<file path="src/rtl/token_decimator.sv">
module token_decimator #(
  parameter int DATA_W     = 16,
  parameter int KEEP_EVERY = 4
) (
  input  logic              clk,
  input  logic              rst_n,
  input  logic              in_valid,
  output logic              in_ready,
  input  logic [DATA_W-1:0] in_data,
  output logic              out_valid,
  input  logic              out_ready,
  output logic [DATA_W-1:0] out_data
);
  localparam int CW = $clog2(KEEP_EVERY + 1) + 1;
  localparam logic [CW-1:0] LAST = CW'(KEEP_EVERY);

  typedef enum logic { S_COPY, S_DISCARD } state_t;

  state_t        state;
  logic [CW-1:0] cnt;

  logic room, group_end, fire_pass, fire_skip, fire_done;

  assign room      = !out_valid || out_ready;
  assign group_end = (cnt == LAST);
  assign fire_done = (state == S_DISCARD) && group_end;
  assign fire_pass = (state == S_COPY) && in_valid && room;
  assign fire_skip = (state == S_DISCARD) && !group_end && in_valid;
  assign in_ready  = (state == S_COPY) ? room : !group_end;

  always_ff @(posedge clk) begin
    if (!rst_n) begin
      state     <= S_COPY;
      cnt       <= CW'(1);
      out_valid <= 1'b0;
      out_data  <= '0;
    end else begin
      if (fire_pass) begin
        out_valid <= 1'b1;
        out_data  <= in_data;
        state     <= S_DISCARD;
      end else if (out_ready) begin
        out_valid <= 1'b0;
      end
      if (fire_done) begin
        cnt   <= CW'(1);
        state <= S_COPY;
      end else if (fire_skip) begin
        cnt <= cnt + CW'(1);
      end
    end
  end

  // A group size of zero has no meaning
  initial begin
    p_group_size_legal: assert (KEEP_EVERY >= 1)
      else $error("KEEP_EVERY must be at least 1");
  end

  p_cnt_range_r4: assert property (@(posedge clk) disable iff (!rst_n)
    cnt >= CW'(1) && cnt <= LAST);

  p_done_blocks_input_r4: assert property (@(posedge clk) disable iff (!rst_n)
    (state == S_DISCARD && cnt == LAST) |-> !in_ready);

  p_done_restarts_r4: assert property (@(posedge clk) disable iff (!rst_n)
    (state == S_DISCARD && cnt == LAST) |=> (state == S_COPY && cnt == CW'(1)));

  p_pass_forwards_r2: assert property (@(posedge clk) disable iff (!rst_n)
    (state == S_COPY && in_valid && in_ready) |=> (out_valid && out_data == $past(in_data)));

  p_full_stalls_r5: assert property (@(posedge clk) disable iff (!rst_n)
    (state == S_COPY && out_valid && !out_ready) |-> !in_ready);

  p_hold_output_r7: assert property (@(posedge clk) disable iff (!rst_n)
    (out_valid && !out_ready) |=> (out_valid && $stable(out_data)));
endmodule

</file>
<file path="config.mk">
export PLATFORM = sky130hd
export DESIGN_NAME = token_decimator
export DESIGN_NICKNAME = d
export VERILOG_FILES = /design/src/rtl/token_decimator.sv
export SDC_FILE = /design/constraint.sdc
export NUM_CORES = 1
export LEC_CHECK = 0
export ABC_AREA = 0
export BUFFER_PORTS_ARGS = -buffer_cell sky130_fd_sc_hd__buf_4
export CORE_MARGIN = 4
export CORE_UTILIZATION = 40
export CTS_CLUSTER_DIAMETER = 100
export CTS_CLUSTER_SIZE = 24
export DETAILED_ROUTE_END_ITERATION = 7
export GPL_TIMING_DRIVEN = 0
export PLACE_DENSITY = 0.65
export SKIP_LAST_GASP = 1
export SLEW_MARGIN = 40
export SYNTH_ARGS = -nofsm -noshare
export SYNTH_HDL_FRONTEND = slang
export SYNTH_SLANG_ARGS = --single-unit
</file>
<file path="constraint.sdc">
create_clock -name clk -period 1.7 [get_ports clk]
set_input_delay 0.34 -clock clk [delete_from_list [all_inputs] [get_ports clk]]
set_output_delay 0.34 -clock clk [all_outputs]
set_load 0.01 [all_outputs]
</file>
==> qor.yml <==
floorplanning:
  initial_utilization_pct: 42.47
  die_area_um2: 3214
  ios: 38
  die_h_um: 56.70
  die_w_um: 56.70
  coreArea_um2: 2233
  rows: 17
layout:
  area_growth_pct: 39.18
  fin_util_pct: 59.10
  drive_gt1_share_pct: 34.00
  insertedDiodeCount: 0
  instances_no_fill: 178
  nets: 173
  fill_cells: 226
yosys:
  ys_types: 26
  avgSynthCellArea_um2: 8.701
  syn_nets: 131
  async_flop_share_pct: 0
  synth_commonest_cells: "dfxtp_1 (22), nand3_1 (18), o21ai_0 (18), a21boi_0 (16), a21oi_1 (5)"
  synth_area_leader_cell: "dfxtp_1"
  synth_seq_cells: 22
  synth_ff_type: "dfxtp_1"
  yosysMostFrequentCell: "dfxtp_1"
  synthTopCellsByArea: "dfxtp_1 (46%), a21boi_0 (13%), nand3_1 (9.5%), o21ai_0 (9.5%), a21oi_1 (2.6%)"
  synth_enable_flop_cells: 0
  seq_area_frac_synth_pct: 46.44
  syn_area_um2: 948.4
  synthCells: 109
  synth_warnings: 0
  yosysTopAreaCellShare_pct: 46.44
timing:
  hold_viol_final: 0
  min_period_over_period_pct: 94.09
  worst_pin_slew_ns: 0.3939
  skew_ns: 0.01313
  max_slew_margin_pct: 73.74
  fmax_mhz: 625.2
  grt_setup_unrepaired: "no"
  slew_violations: 0
  fin_crit_ns: 1.600
  hold_slack_ns: 0.2811
  setup_violations: 0
  timing.setup.tns_ns: 0
global_route:
  grt_max_degree: 20
  grt_pass1_wl_um: 4202
  grt_overflow: 0
  grtUsageTotal_pct: 16.37
  antenna_found_initial: 0
  grt_pass1_vias: 958
detailed_routing:
  routed-via-count: 931
  drt-met1-wl_um: 1102
  routedWlPerCell_um: 13.80
  drcViolationCount: 0
  met3_length_um: 183
  dr_wl_met2_um: 1139
  highest_layer: "met4"
  drt-initial-drc-count: 11
  routed_wl_um: 2456
  dr.pass1.iters: 4
  vias_per_cell: 5.230
  ant_nets: 0
hold_path:
  hp-class: "in2reg"
pwr:
  seqPwrFrac_pct: 54.3
  finalPower_mw: 1.043
  combPwrFrac_pct: 18.0
  power_density_nw_per_um2: 790.0
  internal-power_mw: 0.7753
  clkPwrFrac_pct: 27.8
  power.leakage_nw: 0.5446
  irDropWorstVdd_uv: 527.8
  swShare_pct: 25.65
  switchingPower_mw: 0.2675
placement:
  dp.cells: 174
  port_buffers: 37
  place.gp.congestion: 0.7518
  dp_hpwl_um: 1849
setup_path:
  cp_max_fo: 19
  worstPathRequired_ns: 1.36
  start_kind: "flip-flop"
  crit_chain: "nand2b_1 > buf_4 > o21a_1 > buf_4"
  crit_path_start: "out_valid"
  critPathMaxStageDelay_ns: 0.37
  worstSetupPathDepth: 4
  r2r_slack_ns: 0.19
  crit_type: "reg2out"
  cp-endpoint: "in_ready"
  crit_slowest_cell: "dfxtp_2"
  r2r-end: "cnt[3]"
  cp-end-kind: "primary output"
  ff2ff_path_depth: 5
  worstPathArrival_ns: 1.26
  crit_family: "flip-flops"
  r2r_start: "cnt[0]"
  timing.critical_path.buf_inv: 2
  crit_path_frequent_cell: "buf_4"
clock_network:
  clk_latency_ns: 0.31
  clk_pin_slew_worst_paths_ns: 0.13
  cts_made_buffers: 3
  cts_buffer_depth: 2
  htree_levels: 1
  tritoncts: "done"
  cts.sinks: 22
  root_buffer: "clkbuf_4"
  ctsHoldBuffers: 0
run:
  cap_violations: 0
status:
  status: "complete, no violations"
-- tightest hold or removal path: cells and delay by family --
kind,cells,cell delay (ns)
buffers and inverters,1,0.11
AOI/OAI and AO/OA,1,0.06
and+or+nand+nor,1,0.05
-- metrics by stage --
step / cell area (um^2) / setup slack, ns
after floorplan: 948.4 / 0.2028
after global placement: 1261 / -0.02204
after detailed placement: 1261 / -0.03456
after CTS: 1295 / 0.007182
after global routing: 1320 / 0.01365
final: 1320 / 0.1004
-- area by class of cell --
cell class / count / area (um^2) / share of cell area (%)
multi-input combinational: 77 / 479.2 / 36.30
sequential: 22 / 444.2 / 33.65
timing repair buffer: 38 / 285.3 / 21.61
clock buffer: 4 / 36.28 / 2.749
tap: 28 / 35.03 / 2.654
buffer: 6 / 28.78 / 2.180
inverter: 3 / 11.26 / 0.8531
-- cells in the final DEF, fill, tap and decap left out, types with 2 or more instances in the layout --
| master | instances |
|---|---|
| buf_4 | 39 |
| dfxtp_1 | 19 |
| nand3_1 | 18 |
| o21ai_0 | 18 |
| a21boi_0 | 16 |
| a21oi_1 | 5 |
| clkbuf_1 | 3 |
| clkbuf_4 | 3 |
| dfxtp_2 | 3 |
| inv_2 | 2 |
| nand2b_1 | 2 |
| nand2_1 | 2 |
| or3_1 | 2 |
-- per-layer routing --
metal  up-vias  GRT usage (%)
met3         4          3.908
met5         -              0
met1       426          20.25
li1        473              -
met4         0          7.119
met2        28          26.73
-- cell families after synthesis --
| family | count (synthesis) | synth area share (%) |
|---|---|---|
| DFF | 22 | 46.44 |
| adders and majority gates | 2 | 2.638 |
| and+or+nand+nor | 33 | 19.39 |
| buffers and inverters | 10 | 4.353 |
| AOI/OAI and AO/OA | 42 | 27.18 |
-- worst min-delay path by stage --
| stage | startpoint | to | slack [ns] | cells past startpoint |
|---|---|---|---|---|
| 4_1_cts | in_data[4] | out_data[4] | 0.27 | 3 |
| 5_1_grt | in_data[10] | out_data[10] | 0.27 | 3 |
| 2_1_floorplan | cnt[3] | cnt[3] | 0.47 | 2 |
| 6_report | in_data[10] | out_data[10] | 0.28 | 3 |
| 3_3_place_gp | out_data[10] | out_data[10] | 0.47 | 2 |
| 3_5_place_dp | out_data[6] | out_data[6] | 0.47 | 2 |
-- power groups by stage --
stage | logic, mW | registers [mW] | clock network [mW]
2_1_floorplan | 0.0741 | 0.585 | 0
5_1_grt | 0.208 | 0.570 | 0.327
3_3_place_gp | 0.178 | 0.575 | 0
4_1_cts | 0.182 | 0.565 | 0.303
3_5_place_dp | 0.182 | 0.576 | 0
6_report | 0.187 | 0.566 | 0.290
-- sequential cells by signal, summed over array words and instances (netlist names) --
register   count
out_data      16
cnt            4
out_valid      1
state          1
-- timing repair --
item	in CTS	in global routing
endpoints found under the setup margin	1	2
gates resized for setup	1	8
buffers inserted	0	1
pin swaps	0	1
No activity file was read; power rests on OpenSTA's default activity.
